<file path="src/rtl/fp_status_pkg.sv">
package fp_status_pkg;

    localparam int REG_W      = 32;
    localparam int FLD_W      = 4;
    localparam int NUM_FIELDS = REG_W / FLD_W;
    localparam int FSEL_W     = $clog2(NUM_FIELDS);
    localparam int BSEL_W     = $clog2(REG_W);
    localparam int EXC_N      = 10;
    localparam int SUM_N      = 5;

    // vector index of big-endian bit n is REG_W-1-n
    localparam int P_FX     = REG_W - 1 - 0;
    localparam int P_FEX    = REG_W - 1 - 1;
    localparam int P_VX     = REG_W - 1 - 2;
    localparam int P_OX     = REG_W - 1 - 3;
    localparam int P_UX     = REG_W - 1 - 4;
    localparam int P_ZX     = REG_W - 1 - 5;
    localparam int P_XX     = REG_W - 1 - 6;
    localparam int P_VXSNAN = REG_W - 1 - 7;
    localparam int P_VXVC   = REG_W - 1 - 12;
    localparam int P_FR     = REG_W - 1 - 13;
    localparam int P_FI     = REG_W - 1 - 14;
    localparam int P_CLS    = REG_W - 1 - 15;
    localparam int P_FL     = REG_W - 1 - 16;
    localparam int P_FU     = REG_W - 1 - 19;
    localparam int P_RS_HI  = REG_W - 1 - 20;
    localparam int P_RS_LO  = REG_W - 1 - 23;
    localparam int P_VE     = REG_W - 1 - 24;
    localparam int P_XE     = REG_W - 1 - 28;

    localparam logic [REG_W-1:0] ONE_W     = {{(REG_W-1){1'b0}}, 1'b1};
    localparam logic [REG_W-1:0] STICKY_M  = ((ONE_W << EXC_N) - ONE_W) << P_VXVC;
    localparam logic [REG_W-1:0] EXC_M     = STICKY_M | (ONE_W << P_FX);
    localparam logic [REG_W-1:0] DERIVED_M = (ONE_W << P_FEX) | (ONE_W << P_VX);
    localparam logic [REG_W-1:0] RSVD_M    = ((ONE_W << FLD_W) - ONE_W) << P_RS_LO;
    localparam logic [REG_W-1:0] WR_M      = ~(DERIVED_M | RSVD_M);

    typedef enum logic [2:0] {
        OP_COPY  = 3'd0,
        OP_WMASK = 3'd1,
        OP_WIMM  = 3'd2,
        OP_SETB  = 3'd3,
        OP_CLRB  = 3'd4
    } op_kind_e;

    typedef struct packed {
        logic [EXC_N-1:0] exc;
        logic             rnd;
        logic             fr;
        logic             fi;
        logic             cmp;
        logic [1:0]       rel;
        logic [4:0]       fprf;
    } ins_upd_t;

    typedef struct packed {
        op_kind_e          kind;
        logic [FSEL_W-1:0] field;
        logic [NUM_FIELDS-1:0] mask;
        logic [REG_W-1:0]  data;
        logic [FLD_W-1:0]  imm;
        logic [BSEL_W-1:0] bitn;
    } op_cmd_t;

    function automatic logic [REG_W-1:0] field_mask(input logic [FSEL_W-1:0] f);
        logic [REG_W-1:0] top;
        top = ((ONE_W << FLD_W) - ONE_W) << (REG_W - FLD_W);
        return top >> (FLD_W * int'(f));
    endfunction

    function automatic logic [3:0] rel_onehot(input logic [1:0] r);
        return 4'b1000 >> r;
    endfunction

endpackage

</file>
<file path="src/rtl/fp_ins_merge.sv">
module fp_ins_merge
    import fp_status_pkg::*;
(
    input  logic [REG_W-1:0] cur,
    input  ins_upd_t         upd,
    output logic [REG_W-1:0] nxt
);
    logic [EXC_N-1:0] fresh;

    always_comb begin
        nxt   = cur;
        fresh = upd.exc & ~cur[P_OX:P_VXVC];
        nxt[P_OX:P_VXVC] = cur[P_OX:P_VXVC] | upd.exc;
        if (|fresh) begin
            nxt[P_FX] = 1'b1;
        end
        if (upd.rnd) begin
            nxt[P_FR] = upd.fr;
            nxt[P_FI] = upd.fi;
        end
        if (upd.cmp) begin
            nxt[P_FL:P_FU] = rel_onehot(upd.rel);
        end else begin
            nxt[P_CLS:P_FU] = upd.fprf;
        end
    end
endmodule

</file>
<file path="src/rtl/fp_explicit_ops.sv">
module fp_explicit_ops
    import fp_status_pkg::*;
(
    input  logic [REG_W-1:0] cur,
    input  logic [REG_W-1:0] full,
    input  op_cmd_t          cmd,
    output logic [REG_W-1:0] nxt,
    output logic [FLD_W-1:0] copy_data
);
    logic [REG_W-1:0] wmask;
    logic [REG_W-1:0] fmask;
    logic [REG_W-1:0] bmask;
    logic [REG_W-1:0] imm_vec;
    logic [REG_W-1:0] sel;
    logic [REG_W-1:0] shifted;

    for (genvar g = 0; g < NUM_FIELDS; g++) begin : g_fld
        assign wmask[REG_W-1-FLD_W*g -: FLD_W] = {FLD_W{cmd.mask[g]}};
    end

    always_comb begin
        fmask   = field_mask(cmd.field);
        bmask   = (ONE_W << (REG_W - 1)) >> cmd.bitn;
        imm_vec = {NUM_FIELDS{cmd.imm}};
        shifted = full << (FLD_W * int'(cmd.field));
        copy_data = shifted[REG_W-1 -: FLD_W];
        sel = '0;
        nxt = cur;
        case (cmd.kind)
            OP_COPY:  nxt = cur & ~(fmask & EXC_M);
            OP_WMASK: begin
                sel = wmask & WR_M;
                nxt = (cur & ~sel) | (cmd.data & sel);
            end
            OP_WIMM:  begin
                sel = fmask & WR_M;
                nxt = (cur & ~sel) | (imm_vec & sel);
            end
            OP_SETB:  nxt = cur | (bmask & WR_M);
            OP_CLRB:  nxt = cur & ~(bmask & WR_M);
            default:  nxt = cur;
        endcase
    end
endmodule

</file>
<file path="src/rtl/fp_summary.sv">
module fp_summary
    import fp_status_pkg::*;
(
    input  logic [REG_W-1:0] stored,
    output logic [REG_W-1:0] full,
    output logic             fex
);
    logic             vx;
    logic [SUM_N-1:0] srcs;
    logic [SUM_N-1:0] ens;
    logic [SUM_N-1:0] hits;

    assign vx   = |stored[P_VXSNAN:P_VXVC];
    assign srcs = {vx, stored[P_OX], stored[P_UX], stored[P_ZX], stored[P_XX]};
    assign ens  = stored[P_VE:P_XE];

    for (genvar g = 0; g < SUM_N; g++) begin : g_hit
        assign hits[g] = srcs[g] & ens[g];
    end

    assign fex = |hits;

    always_comb begin
        full = stored & ~(DERIVED_M | RSVD_M);
        full[P_FEX] = fex;
        full[P_VX]  = vx;
    end
endmodule

</file>
<file path="src/rtl/fp_status_unit.sv">
module fp_status_unit
    import fp_status_pkg::*;
(
    input  logic        clk,
    input  logic        rst,
    input  logic        ins_valid,
    input  logic [9:0]  ins_exc,
    input  logic        ins_rnd,
    input  logic        ins_fr,
    input  logic        ins_fi,
    input  logic        ins_cmp,
    input  logic [1:0]  ins_rel,
    input  logic [4:0]  ins_fprf,
    input  logic        op_valid,
    input  logic [2:0]  op_kind,
    input  logic [2:0]  op_field,
    input  logic [7:0]  op_mask,
    input  logic [31:0] op_data,
    input  logic [3:0]  op_imm,
    input  logic [4:0]  op_bit,
    output logic [3:0]  copy_data,
    output logic [31:0] fpsr,
    output logic        fp_irq
);
    logic [REG_W-1:0] st_q;
    logic [REG_W-1:0] st_d;
    logic [REG_W-1:0] ins_nxt;
    logic [REG_W-1:0] op_nxt;
    logic [REG_W-1:0] full;
    logic             fex;
    ins_upd_t         upd;
    op_cmd_t          cmd;

    assign upd = '{exc: ins_exc, rnd: ins_rnd, fr: ins_fr, fi: ins_fi,
                   cmp: ins_cmp, rel: ins_rel, fprf: ins_fprf};
    assign cmd = '{kind: op_kind_e'(op_kind), field: op_field, mask: op_mask,
                   data: op_data, imm: op_imm, bitn: op_bit};

    fp_summary u_sum (
        .stored (st_q),
        .full   (full),
        .fex    (fex)
    );

    fp_ins_merge u_ins (
        .cur (st_q),
        .upd (upd),
        .nxt (ins_nxt)
    );

    fp_explicit_ops u_ops (
        .cur       (st_q),
        .full      (full),
        .cmd       (cmd),
        .nxt       (op_nxt),
        .copy_data (copy_data)
    );

    always_comb begin
        if (op_valid) begin
            st_d = op_nxt;
        end else if (ins_valid) begin
            st_d = ins_nxt;
        end else begin
            st_d = st_q;
        end
    end

    always_ff @(posedge clk) begin
        if (rst) begin
            st_q <= '0;
        end else begin
            st_q <= st_d & WR_M;
        end
    end

    assign fpsr   = full;
    assign fp_irq = fex;
endmodule

</file>
<file path="config.mk">
export PLATFORM = sky130hd
export DESIGN_NAME = fp_status_unit
export DESIGN_NICKNAME = d
export VERILOG_FILES = /design/src/rtl/fp_status_pkg.sv /design/src/rtl/fp_ins_merge.sv /design/src/rtl/fp_explicit_ops.sv /design/src/rtl/fp_summary.sv /design/src/rtl/fp_status_unit.sv
export SDC_FILE = /design/constraint.sdc
export NUM_CORES = 1
export LEC_CHECK = 0
export BUFFER_PORTS_ARGS = -buffer_cell sky130_fd_sc_hd__buf_2
export CAP_MARGIN = 10
export CORE_ASPECT_RATIO = 0.5
export CORE_UTILIZATION = 45
export DETAILED_ROUTE_END_ITERATION = 8
export HOLD_SLACK_MARGIN = 0.08
export PLACE_DENSITY = 0.8
export SYNTH_ARGS = -nofsm -noshare
export SYNTH_HDL_FRONTEND = slang
export SYNTH_SLANG_ARGS = --single-unit
</file>
<file path="constraint.sdc">
create_clock -name clk -period 1.7 [get_ports clk]
set_input_delay 0.085 -clock clk [delete_from_list [all_inputs] [get_ports clk]]
set_output_delay 0.085 -clock clk [all_outputs]
set_load 0.02 [all_outputs]
</file>
==> results.md, run 1 <==
* Status: finished with violations
* Failing checks: setup timing
* Worst r2r path cells at 4
* First-pass GRT wire length at 19.75 mm
* WHS Path Cells at 3
* DR iter-0 viols at 667
* Largest net degree at the start of global routing at 27
* Synth top area cells: dfxtp_1, mux2i_1, o21ai_0, a21oi_1, nor2_1
* Pre-Repair DR Iteration Count at 6
* Adder-cell area share of the yosys netlist at 0
* Critical Path Sink Type: output port
* GRT Total Usage at 0.3308
* Mux cell area share after synthesis at 0.1790
* Power Dens Cells at 644.2 mW/mm2
* Io pins at 117
* Fill cells at 635
* Tightest Pin Transition at 1.325 ns
* Fin Clk Skew at 0.001035 ns
* TritonCTS clock tree: yes
* Cts bufs inserted at 3
* Final Util at 0.6165
* Area Overhead vs Synth at 28.88%
* GRT Residual Overflow at 0
* Flip-flop and latch count after synthesis at 26
* Most flops, register: st_q
* Max-slew violations at 0
* CTS HTree Levels at 1
* Storage cell area at 525.5 um2
* Largest register FFs at 26
* Worst-skew pair later-pin latency at 0.28 ns
* Area of the core at 0.006884 mm2
* Ratio of cells with drive above 1 in the final layout at 0.3298
* Min Hold Slack at 0.1301 ns
* Critical path class: flop to output port
* Critical Path Start Type: flop
* Post-synthesis simple-gate area fraction at 0.2454
* # diodes at 0
* Placed Cells at 655
* CTS root buffer: clkbuf_16
* Total negative slack at -0.7520 ns
* Max cap viols at 0
* Total number of yosys warnings at 0
* Vias post-DR at 4,231
* Register area share after synthesis at 0.1581
* CTS clk-pin slew, worst paths at 0.07 ns
* Crit-path max FO at 2
* Starting Density at 0.4784
* Worst VDD drop at 0.0003689 V
* Vias in the first global route at 3,848
* Top FF cell, synth: dfxtp_1
* Port bufs at 105
* Compound-Gate Fraction of Synth Area at 0.3393
* Unrepaired setup endpoints after global routing: true
* FFs w/ async S/R, synth at 0
* DIE HEIGHT at 62.49 um
* Dpl ws at -0.0007513 ns
* Hold Crit Class: input pin to flop
* Synth area leader: dfxtp_1
* Final Cycle Share at 1.131
* RR Startpoint: st_q[28]
* Worst Path Required at 1.62 ns
* Largest registers: st_q x26
* Multi-input logic area at 0.002546 mm2
* Die Area at 0.007685 mm2
* ANT nets after route at 0
* Longest Clk Path Bufs at 2
* Synth Cell Area at 0.003293 mm2
* Slew margin rel. at 0.1147
* Top cell type's share of synthesized area at 0.1581
* Final wirelength at 12.50 mm
* Worst R2R Setup Slack at 0.21 ns
* Post-synth EDFFs at 0
* Vias/cell at 6.391
* Final hold viol count at 0
* Data arrival, critical path at 1.84 ns
* Cells after Synth at 456
* Hold wc startpoint: ins_exc[4]
* FP Rows at 21
* Xor and xnor area share after synthesis at 0
* WL/cell at 18.88 um
* Yosys cell types at 60
* Post-Layout Cell Count at 662
* CTS sink cnt at 26
* Largest family of logic cells by synthesized area: compound AO/OA/AOI/OAI gates
* RePlAce Congestion at 0.9952
* Mean post-synth cell area at 7.222 um2
* Fmax at 0.5202 GHz
* Initial antenna violation count at 0
* Min setup slack post-route at -0.2222 ns
* Period minus WS final at 1.922 ns
* DIE WIDTH at 123.0 um
* Final Setup Violations at 6
* DRC Markers at 0
* RR Endpoint: st_q[31]
* Final #Nets at 651
* Worst hold path endpoint: st_q[23]
* DP HPWL at 9.520 mm
* Static leakage at 1.867 nW
[cell type report]
class,count,share of cell area
flip-flops and latches,26,0.1238
clock inverters,1,0.007075
well taps,92,0.02712
clock buffers,3,0.01769
multi-input cells,380,0.5999
inverters,9,0.007960
repair buffers,151,0.2164
[per-layer routing]
layer,vias to the layer above,routed length (um),global-route usage
met4,0,321,0.1099
li1,1957,-,-
met5,-,0,0
met2,321,5237,0.4951
met1,1917,5302,0.4652
met3,36,1638,0.07299
[critical path, stage by stage (launching register included)]
cell and delay [ns]:
dfxtp_2 0.33, nor4_2 0.25, nand2_1 0.17, mux4_2 0.49, nor2_2 0.11, a21oi_2 0.06, buf_6 0.15
[per-stage QoR]
stage	total power, mW	instance area (um2)
final	2.734	4244
after global routing	2.864	4244
after CTS	2.657	4195
after detailed placement	1.903	4060
after global placement	1.884	4060
after floorplan	1.473	3304
[cell usage in the layout, fill, tap and decap left out, types with 9 or more instances in the layout]
cell       instances
a2bb2oi_1         14
nand2_1           31
nand3_1            9
dfxtp_1           22
a22oi_1           12
a21oi_1           30
buf_4             44
inv_1              9
buf_2            100
nor3_1            26
nor2_1            40
mux2_2             9
nor2b_1           15
o21ai_0           41
mux2i_1           42
o22ai_1           12
[synthesized netlist by cell type (7+ instances only)]
| library cell | number |
|---|---|
| a2bb2oi_1 | 14 |
| dfxtp_1 | 26 |
| nor2_1 | 41 |
| buf_2 | 11 |
| nand2_1 | 31 |
| o22ai_1 | 12 |
| a22oi_1 | 12 |
| nand3_1 | 9 |
| inv_1 | 9 |
| mux2_2 | 9 |
| nor3_1 | 26 |
| o32ai_1 | 8 |
| nand2b_1 | 7 |
| clkbuf_1 | 18 |
| mux2i_1 | 42 |
| nand3b_1 | 7 |
| buf_4 | 9 |
| a21oi_1 | 32 |
| o21ai_0 | 41 |
| nor2b_1 | 15 |
[repair_timing]
action                                  in CTS  in global routing
hold buffers                                 0                  0
pin swaps                                    5                  4
buffers inserted                             2                  2
gates resized for setup                      8                 11
endpoints found under the setup margin       4                  6
[report_power, final]
| part | switching [mW] | total, mW | internal, mW |
|---|---|---|---|
| Sequential | 0.0854 | 0.755 | 0.669 |
| Clock | 0.277 | 0.748 | 0.471 |
| Combinational | 0.690 | 1.23 | 0.541 |
| Total | 1.05 | 2.73 | 1.68 |
[logic make-up (layout without fill, tap and decap cells)]
family | count (synthesis) | count (layout)
AND/OR/NAND/NOR | 157 | 157
other | 1 | 4
flip-flops | 26 | 26
buffers and inverters | 53 | 164
AO/OA/AOI/OAI | 165 | 165
multiplexers | 54 | 54
[worst max-delay path by stage]
| stage | startpoint | to | cells past startpoint |
|---|---|---|---|
| after floorplan | st_q[21] | copy_data[1] | 5 |
| after global routing | st_q[21] | copy_data[1] | 6 |
| after detailed placement | op_kind[0] | st_q[24] | 6 |
| after CTS | st_q[24] | copy_data[1] | 6 |
| after global placement | op_bit[0] | st_q[31] | 6 |
| final | st_q[21] | copy_data[1] | 6 |
(Power assumes the default switching activity.)
==> inputs of run 2 (changes only) <==
- ABC_AREA: default -> 1
- PLACE_DENSITY: 0.8 -> 0.79
==> results.md, run 2 <==
* Register area share after synthesis at 0.1450 (-0.01301)
* Final Setup Violations at 1 (-5)
* DIE WIDTH at 128.3 um (+4.3%)
* Synth area leader: nand2_1
* Post-synth EDFFs at 0 (unchanged)
* Min Hold Slack at 0.1687 ns (+0.03855 ns)
* Max-slew violations at 0 (unchanged)
* Final wirelength at 13.27 mm (+6.2%)
* ANT nets after route at 0 (unchanged)
* Crit-path max FO at 4 (+2)
* Crit path top cell by count: nand2_1
* Min setup slack post-route at -0.05351 ns (+0.1687 ns)
* Largest register FFs at 26 (unchanged)
* Cts bufs inserted at 3 (unchanged)
* RePlAce Congestion at 0.9607 (-3.5%)
* Flip-flop and latch count after synthesis at 26 (unchanged)
* Area Overhead vs Synth at 22.42%
* Total negative slack at -0.05351 ns (+0.6985 ns)
* First-pass GRT wire length at 20.91 mm (+5.9%)
* Worst path cell trace: nor2_4 > nand4_1 > nand2_1 > a21oi_1 > o21ai_1 > nand2_1 > buf_6
* CTS sink cnt at 26 (unchanged)
* Total power at 2.498 mW (-8.6%)
* Critical Path Start Type: flop
* Largest net degree at the start of global routing at 27 (unchanged)
* Synth top area cells: nand2_1, dfxtp_1, o21ai_0, a21oi_1, nor2_1
* Port bufs at 105 (unchanged)
* Worst-skew pair later-pin latency at 0.28 ns (about the same)
* WL/cell at 14.94 um (-21%)
* Yosys cell types at 36 (-40%)
* Critical path class: flop to output port
* Top FF cell, synth: dfxtp_1
* DP HPWL at 10.11 mm (+6.2%)
* Fmax at 0.5703 GHz (+9.6%)
* CTS root buffer: clkbuf_16
* Worst Path Required at 1.62 ns (about the same)
* Status: finished with violations
* Vias/cell at 5.500 (-14%)
* DIE HEIGHT at 65.15 um (+4.2%)
* Slowest cell delay on critical path at 0.37 ns (-0.12 ns)
* Power Dens Cells at 568.7 mW/mm2 (-12%)
* Ratio of cells with drive above 1 in the final layout at 0.2487 (-0.08111)
* CP max-delay cell: dfxtp_4
* Fin Clk Skew at 0.001918 ns (+0.0008827 ns)
* Commonest non-fill, non-tap cell in the layout: nand2_1
* Final hold viol count at 0 (unchanged)
* Pre-Repair DR Iteration Count at 6 (unchanged)
* TritonCTS clock tree: yes
* Vias post-DR at 4,884 (+15%)
* Static leakage at 2.271 nW (+22%)
* Total number of yosys warnings at 0 (unchanged)
* Top cell type's share of synthesized area at 0.2322 (+0.07416)
* Unrepaired setup endpoints after global routing: true
* # diodes at 0 (unchanged)
* FP Rows at 22 (+4.8%)
* Final Util at 0.5846 (-0.03192)
* Period minus WS final at 1.754 ns (-0.1687 ns)
* Initial antenna violation count at 0 (unchanged)
* Largest registers: st_q x26
* Final Cycle Share at 1.031 (-0.09922)
* Critical Path Sink Type: output port
* FFs w/ async S/R, synth at 0 (unchanged)
* Storage cell area at 534.3 um2 (+1.7%)
* Die Area at 0.008357 mm2 (+8.7%)
* Worst VDD drop at 0.0003654 V (-0.96%)
* Cells after Synth at 674 (+48%)
* CTS clk-pin slew, worst paths at 0.08 ns (about the same)
* Hold Crit Class: input pin to flop
* Vias in the first global route at 4,188 (+8.8%)
* Multi-input logic area at 0.002604 mm2 (+2.3%)
* Max cap viols at 0 (unchanged)
* GRT Total Usage at 0.3207 (-0.01013)
* GRT Residual Overflow at 0 (unchanged)
* Most frequent cells in the layout: nand2_1, buf_2, o21ai_0
* Synth cell count leaders: nand2_1, o21ai_0, nor2_1
* DR iter-0 viols at 522 (-22%)
* # hold bufs at CTS at 0 (unchanged)
* Starting Density at 0.4775 (-0.0008489)
* Area of the core at 0.007515 mm2 (+9.2%)
* Data arrival, critical path at 1.67 ns (-0.17 ns)
* Dpl ws at 0.2452 ns (+0.2460 ns)
* Failing checks: setup timing
* CTS HTree Levels at 1 (unchanged)
* Mean post-synth cell area at 5.324 um2 (-26%)
* Most numerous cell in the Yosys netlist: nand2_1
* Synth Cell Area at 0.003588 mm2 (+9.0%)
* Most flops, register: st_q
* Longest Clk Path Bufs at 2 (unchanged)
* DRC Markers at 0 (unchanged)
* Fill cells at 797 (+26%)
* Final #Nets at 862 (+32%)
* Io pins at 117 (unchanged)
==> run 2: cell types whose count changed in the layout (fill, tap and decap cells not counted), sizes merged, moves of 14 or more <==
cell | previous run | this run
a21oi | 33 | 60
mux2i | 42 | 0
o21ai | 43 | 86
a2bb2oi | 14 | 0
nor2b | 15 | 0
buf | 151 | 136
nand3 | 9 | 44
nand2 | 31 | 229
nor3 | 26 | 4
inv | 9 | 69
nor2 | 43 | 75
==> run 2: routing by layer <==
metal | part of all wire | GRT usage | vias up
li1 | - | - | 2413
met1 | 0.45 | 0.4565 | 2182
met2 | 0.41 | 0.4723 | 273
met3 | 0.13 | 0.08795 | 16
met4 | 0.012 | 0.08088 | 0
met5 | 0 | 0 | -
==> run 2: kinds of logic after synthesis <==
family | Yosys count | share of synthesized area
AO/OA/AOI/OAI | 172 | 0.2667
multiplexers | 2 | 0.006276
other | 1 | 0.001045
buffers and inverters | 105 | 0.1363
AND/OR/NAND/NOR | 368 | 0.4446
flip-flops | 26 | 0.1450
==> run 2: area by class of cell <==
class                           instances  share of cell area
Sequential cell                        26              0.1216
Tap cell                              108             0.03076
Inverter                               69             0.05953
Timing Repair Buffer                  136              0.1783
Clock buffer                            3             0.01709
Multi-Input combinational cell        546              0.5927
==> run 2: stage by stage <==
stage          instances  instance area (um2)
2_1_floorplan        677                 3600
3_3_place_gp         879                 4220
3_5_place_dp         879                 4220
4_1_cts              884                 4312
5_1_grt              888                 4393
6_report             888                 4393
==> run 2: timing repair <==
| action | 4_1_cts | 5_1_grt |
|---|---|---|
| gates resized for setup | 2 | 24 |
| setup endpoints to repair | 2 | 5 |
| gates cloned | 0 | 0 |
| setup buffers | 2 | 4 |
| pin swaps | 3 | 5 |
==> run 2: final timing paths <==
path,startpoint,endpoint,slack (ns),cells after the start
worst max-delay path,st_q[21],copy_data[1],-0.05,7
worst min-delay path,ins_rnd,st_q[18],0.17,4
worst max register to register,st_q[25],st_q[31],0.41,7
worst min register to register,st_q[5],st_q[5],0.58,2
==> run 2: worst max-delay path: cells and delay by family (launching register included) <==
kind,cells,cell delay [ns]
buffers and inverters,1,0.14
and+or+nand+nor,4,0.61
DFF,1,0.37
AOI/OAI and AO/OA,2,0.28
==> run 2: power breakdown <==
part	total (mW)	switching, mW	internal (mW)
logic	1.18	0.756	0.428
registers	0.736	0.0698	0.667
clock network	0.578	0.264	0.314
total	2.50	1.09	1.41
